===== src/rtl/dic_pkg.sv =====
package dic_pkg;
   typedef enum logic [2:0] {
      RG_SUMMARY  = 3'd0,
      RG_RAW_DONE = 3'd1,
      RG_RAW_FLT  = 3'd2,
      RG_MSK_DONE = 3'd3,
      RG_MSK_FLT  = 3'd4,
      RG_CLR_DONE = 3'd5,
      RG_CLR_FLT  = 3'd6
   } dic_reg_e;
   localparam int unsigned DIC_MIN_AW = 3;
endpackage


===== src/rtl/dic_evt_bank.sv =====
module dic_evt_bank #(
   parameter int unsigned NCH = 8
) (
   input  logic           clk,
   input  logic           rst_n,
   input  logic [NCH-1:0] set_i,
   input  logic [NCH-1:0] clr_i,
   output logic [NCH-1:0] lat_o
);
   for (genvar g = 0; g < NCH; g++) begin : g_bit
      always_ff @(posedge clk or negedge rst_n) begin
         if (!rst_n)           lat_o[g] <= 1'b0;
         else if (set_i[g])    lat_o[g] <= 1'b1;   // event has priority over clear
         else if (clr_i[g])    lat_o[g] <= 1'b0;
      end
   end
endmodule


===== src/rtl/dic_view.sv =====
module dic_view #(
   parameter int unsigned NCH = 8
) (
   input  logic [NCH-1:0] raw_done_i,
   input  logic [NCH-1:0] raw_flt_i,
   input  logic [NCH-1:0] en_done_i,
   input  logic [NCH-1:0] en_flt_i,
   output logic [NCH-1:0] msk_done_o,
   output logic [NCH-1:0] msk_flt_o,
   output logic [NCH-1:0] summary_o
);
   always_comb begin
      msk_done_o = raw_done_i & en_done_i;
      msk_flt_o  = raw_flt_i  & en_flt_i;
      summary_o  = msk_done_o | msk_flt_o;
   end
endmodule


===== src/rtl/dic_regif.sv =====
module dic_regif
   import dic_pkg::*;
#(
   parameter int unsigned NCH = 8,
   parameter int unsigned DW  = 32,
   parameter int unsigned AW  = 3
) (
   input  logic           wr_en_i,
   input  logic [AW-1:0]  wr_addr_i,
   input  logic [NCH-1:0] wr_bits_i,
   input  logic [AW-1:0]  rd_addr_i,
   input  logic [NCH-1:0] summary_i,
   input  logic [NCH-1:0] raw_done_i,
   input  logic [NCH-1:0] raw_flt_i,
   input  logic [NCH-1:0] msk_done_i,
   input  logic [NCH-1:0] msk_flt_i,
   output logic [NCH-1:0] clr_done_o,
   output logic [NCH-1:0] clr_flt_o,
   output logic [DW-1:0]  rd_data_o
);
   localparam logic [AW-1:0] A_SUM  = AW'(RG_SUMMARY);
   localparam logic [AW-1:0] A_RDN  = AW'(RG_RAW_DONE);
   localparam logic [AW-1:0] A_RFL  = AW'(RG_RAW_FLT);
   localparam logic [AW-1:0] A_MDN  = AW'(RG_MSK_DONE);
   localparam logic [AW-1:0] A_MFL  = AW'(RG_MSK_FLT);
   localparam logic [AW-1:0] A_CDN  = AW'(RG_CLR_DONE);
   localparam logic [AW-1:0] A_CFL  = AW'(RG_CLR_FLT);

   function automatic logic [DW-1:0] widen(input logic [NCH-1:0] v);
      logic [DW-1:0] r;
      r = '0;
      r[NCH-1:0] = v;
      return r;
   endfunction

   always_comb begin
      clr_done_o = (wr_en_i && wr_addr_i == A_CDN) ? wr_bits_i : '0;
      clr_flt_o  = (wr_en_i && wr_addr_i == A_CFL) ? wr_bits_i : '0;
   end

   always_comb begin
      unique case (rd_addr_i)
         A_SUM:   rd_data_o = widen(summary_i);
         A_RDN:   rd_data_o = widen(raw_done_i);
         A_RFL:   rd_data_o = widen(raw_flt_i);
         A_MDN:   rd_data_o = widen(msk_done_i);
         A_MFL:   rd_data_o = widen(msk_flt_i);
         default: rd_data_o = '0;
      endcase
   end
endmodule


===== src/rtl/dma_irq_status.sv =====
module dma_irq_status
   import dic_pkg::*;
#(
   parameter int unsigned NCH     = 8,
   parameter int unsigned DW      = 32,
   parameter int unsigned AW      = 3,
   parameter bit          IRQ_REG = 1'b0
) (
   input  logic           clk,
   input  logic           rst_n,
   input  logic [NCH-1:0] done_evt,
   input  logic [NCH-1:0] fault_evt,
   input  logic [NCH-1:0] done_en,
   input  logic [NCH-1:0] fault_en,
   input  logic           wr_en,
   input  logic [AW-1:0]  wr_addr,
   input  logic [DW-1:0]  wr_data,
   input  logic [AW-1:0]  rd_addr,
   output logic [DW-1:0]  rd_data,
   output logic           irq
);
   initial begin
      if (NCH < 1 || NCH > DW) $error("dma_irq_status: NCH must be 1..DW");
      if (AW < DIC_MIN_AW)     $error("dma_irq_status: AW too small for register map");
   end

   logic [NCH-1:0] raw_done, raw_flt, msk_done, msk_flt, summary;
   logic [NCH-1:0] clr_done, clr_flt;

   if (DW > NCH) begin : g_hi
      logic wr_hi_unused;
      assign wr_hi_unused = ^wr_data[DW-1:NCH];
   end

   dic_evt_bank #(.NCH(NCH)) u_done_bank (
      .clk(clk), .rst_n(rst_n), .set_i(done_evt), .clr_i(clr_done), .lat_o(raw_done));

   dic_evt_bank #(.NCH(NCH)) u_flt_bank (
      .clk(clk), .rst_n(rst_n), .set_i(fault_evt), .clr_i(clr_flt), .lat_o(raw_flt));

   dic_view #(.NCH(NCH)) u_view (
      .raw_done_i(raw_done), .raw_flt_i(raw_flt),
      .en_done_i(done_en),   .en_flt_i(fault_en),
      .msk_done_o(msk_done), .msk_flt_o(msk_flt), .summary_o(summary));

   dic_regif #(.NCH(NCH), .DW(DW), .AW(AW)) u_regif (
      .wr_en_i(wr_en), .wr_addr_i(wr_addr), .wr_bits_i(wr_data[NCH-1:0]),
      .rd_addr_i(rd_addr),
      .summary_i(summary), .raw_done_i(raw_done), .raw_flt_i(raw_flt),
      .msk_done_i(msk_done), .msk_flt_i(msk_flt),
      .clr_done_o(clr_done), .clr_flt_o(clr_flt), .rd_data_o(rd_data));

   if (IRQ_REG) begin : g_irq_ff
      always_ff @(posedge clk or negedge rst_n) begin
         if (!rst_n) irq <= 1'b0;
         else        irq <= |summary;
      end
   end else begin : g_irq_comb
      assign irq = |summary;
   end
endmodule


===== config.mk =====
export PLATFORM = sky130hd
export DESIGN_NAME = dma_irq_status
export DESIGN_NICKNAME = d
export VERILOG_FILES = /design/src/rtl/dic_pkg.sv /design/src/rtl/dic_evt_bank.sv /design/src/rtl/dic_view.sv /design/src/rtl/dic_regif.sv /design/src/rtl/dma_irq_status.sv
export SDC_FILE = /design/constraint.sdc
export NUM_CORES = 1
export LEC_CHECK = 0
export BUFFER_PORTS_ARGS = -buffer_cell sky130_fd_sc_hd__buf_2
export CORE_MARGIN = 3
export CORE_UTILIZATION = 37
export DETAILED_ROUTE_END_ITERATION = 12
export PLACE_DENSITY = 0.77
export SLEW_MARGIN = 0
export SYNTH_ARGS = -nofsm -noshare
export SYNTH_HDL_FRONTEND = slang
export SYNTH_HIERARCHICAL = 1
export SYNTH_SLANG_ARGS = --single-unit

===== constraint.sdc =====
create_clock -name clk -period 1.3 [get_ports clk]
set_input_delay 0.26 -clock clk [delete_from_list [all_inputs] [get_ports clk]]
set_output_delay 0.26 -clock clk [all_outputs]
set_load 0.05 [all_outputs]

==> results.yml <==
run_status:
  status: "finished with violations"
  violations: "setup timing"
yosys:
  synth-seq-cells: 16
  synth_cell_types: 25
  synth_edf_count: 0
  synth.top_cell.area_share: 0.2759
  ys_seq_area_frac: 0.2759
  synth.area.top_cells: "dfrtp_1 (28%), buf_4 (12%), and2_1 (10%)"
  yosys.area.top_type: "dfrtp_1"
  syn_inst: 169
  yosys_warnings: 6
  synth_ff_type: "dfrtp_1"
  synth.avg_cell_area_sq_um: 8.588
  synth_area_sq_mm: 0.001451
  synthArstFlopShare: 1.000
critical_path:
  cp-start-kind: "flop"
  rr_startpoint: "u_done_bank/lat_o[5]$_DFFE_PN0P_"
  critPathKind: "flop to output port"
  worstPathRequired_ns: 1.04
  arrival_ns: 1.61
  cp-end-kind: "output port"
  r2r_cells: 3
  r2r_slack_ns: 0.34
  reg2reg_to: "u_done_bank/lat_o[5]$_DFFE_PN0P_"
  path_max_fanout: 3
floorplanning:
  ioPinCount: 106
  die_h_um: 68.63
  initial_core_util: 0.3906
  die_x_um: 68.63
  core-area_sq_mm: 0.003716
  die-area_sq_mm: 0.004710
  rows: 22
routing:
  highest_layer: "met4"
  drt_wl_total_mm: 4.367
  viasPerCell: 4.695
  ant_nets: 0
  drt-met1-wl_mm: 1.711
  firstDrtPassIters: 4
  num_vias: 1493
  wl_met3_um: 244
  drc: 0
  route.met2.wl_mm: 2.344
  detail_route.iter0.violations: 57
  wire_per_inst_um: 13.73
finish:
  regArea_sq_um: 400.4
  drive_above_1_share: 0.5704
  mostFrequentLayoutCells: "buf_2 (48), buf_4 (46), and2_1 (24), conb_1 (24)"
  fin_area_sq_mm: 0.002484
  final_common_cell: "buf_2"
  num-fill-cells: 319
  multi_input_area_sq_mm: 0.001181
  synthToLayoutAreaGrowth_pct: 71.12
  nets: 345
  num_antenna_cells: 0
sta:
  clock_skew_ns: 0
  finalSetupViolCount: 9
  fin_ws_ns: -0.5673
  min_period_ns: 1.867
  hold_viol: 0
  setup_tns_ns: -4.128
  max_freq_ghz: 0.5355
  final.period_utilization: 1.436
  slew_viol_final: 0
  rsz0062_at_grt: "yes"
grt:
  antenna_found_initial: 0
  grt_max_degree: 18
  grt_pass1_vias: 1452
  grt_pass1_wl_mm: 6.492
  grt_remaining_overflow: 0
  grt_use_total: 0.1851
power:
  pwr_density_cell_mw_per_mm2: 698.2
  vdd_ir_drop_max_v: 0.0004599
  leakagePower_nw: 1.085
worst_hold_path:
  hold_end: "u_flt_bank/lat_o[0]$_DFFE_PN0P_"
  hold_class: "input pin to flop"
  hold_depth: 2
  hold_start: "fault_evt[0]"
placement:
  gp_congestion: 0.7736
  port_buffers: 57
  dpl_cell_area_sq_mm: 0.002208
  pre_cts_ws_ns: -0.3748
  dpl.hpwl_mm: 3.277
cts:
  htree_levels: 1
  cts.reportedPaths.clkPinSlew_ns: 0.07
  cts_sinks: 16
  cts_root_buf: "clkbuf_8"
  clock_latency_ns: 0.25
  cts_tree: "built"
  cts_buffers: 3
  cts_buffer_depth: 2
flow_run:
  cap_violations: 0
[stage by stage]
stage               hold WS [ns]  instances  total power, W  utilization
detailed placement        0.2013        306        0.001269       0.5943
floorplan               -0.03559        192        0.001114            -
global placement          0.1995        306        0.001257       0.5943
CTS                       0.1824        315        0.001713       0.6465
finish                    0.1818        318        0.001734       0.6684
global route              0.1825        318        0.001814       0.6684
[power breakdown]
group	switching (W)	internal (W)	leakage (nW)
sequential	0.00000997	0.000509	0.143
combinational	0.000491	0.000347	0.920
clock	0.000171	0.000206	0.0216
total	0.000673	0.00106	1.09
[cell usage after synthesis (2+ instances only)]
cell type,n
and2_1,24
buf_4,24
a21o_1,16
dfrtp_1,16
inv_1,16
nor3b_1,10
a22o_1,8
and2_2,8
a21oi_1,7
a22oi_1,7
mux2_2,7
o22ai_1,7
clkbuf_1,3
mux2i_1,2
nand2_1,2
nor2b_1,2
nor4_1,2
[routing by layer]
| metal | vias to the layer above | global-route usage |
|---|---|---|
| li1 | 740 | - |
| met1 | 697 | 0.2179 |
| met2 | 49 | 0.3373 |
| met3 | 7 | 0.02755 |
| met4 | 0 | 0.06452 |
| met5 | - | 0 |
[critical path: stages, from the launching register on]
cell and delay [ns]:
dfrtp_1 0.40, a22o_1 0.26, mux2i_1 0.15, nor3_1 0.06
a311o_2 0.32, buf_6 0.16
[layout make-up]
type | count | area share
clock buffer | 3 | 0.01662
timing repair buffer | 106 | 0.2982
inverter | 16 | 0.02418
multi-input combinational | 129 | 0.4756
tap | 48 | 0.02418
sequential | 16 | 0.1612
[kinds of logic after synthesis]
kind of cell           after synthesis  synth area share
and+or+nand+nor                     50            0.2250
buffers and inverters               47            0.2000
AOI/OAI and AO/OA                   46            0.2284
DFF                                 16            0.2759
muxes                                9           0.06811
other                                1          0.002584
[how the worst max path moves through the flow]
stage                                          start    endpoint  slack, ns  cells after the start
finish              u_done_bank/lat_o[6]$_DFFE_PN0P_  rd_data[6]      -0.57                      5
global route        u_done_bank/lat_o[6]$_DFFE_PN0P_  rd_data[6]      -0.63                      5
CTS                  u_flt_bank/lat_o[6]$_DFFE_PN0P_  rd_data[6]      -0.52                      5
detailed placement                        rd_addr[0]  rd_data[0]      -0.37                      6
global placement                          rd_addr[0]  rd_data[0]      -0.34                      6
floorplan           u_done_bank/lat_o[6]$_DFFE_PN0P_  rd_data[6]      -0.18                      4
[flip-flops by register name, summed over array words and instances, names as in the netlist]
signal             flops
u_flt_bank/lat_o       8
u_done_bank/lat_o      8
[what timing repair did]
item	4_1_cts	5_1_grt
endpoints found under the setup margin	9	9
endpoints found under the hold margin	16	0
setup buffers	5	3
gates resized for setup	28	9
hold buffers	1	0
pin swaps	9	9
Note: power is estimated with default switching activity, not from simulation.
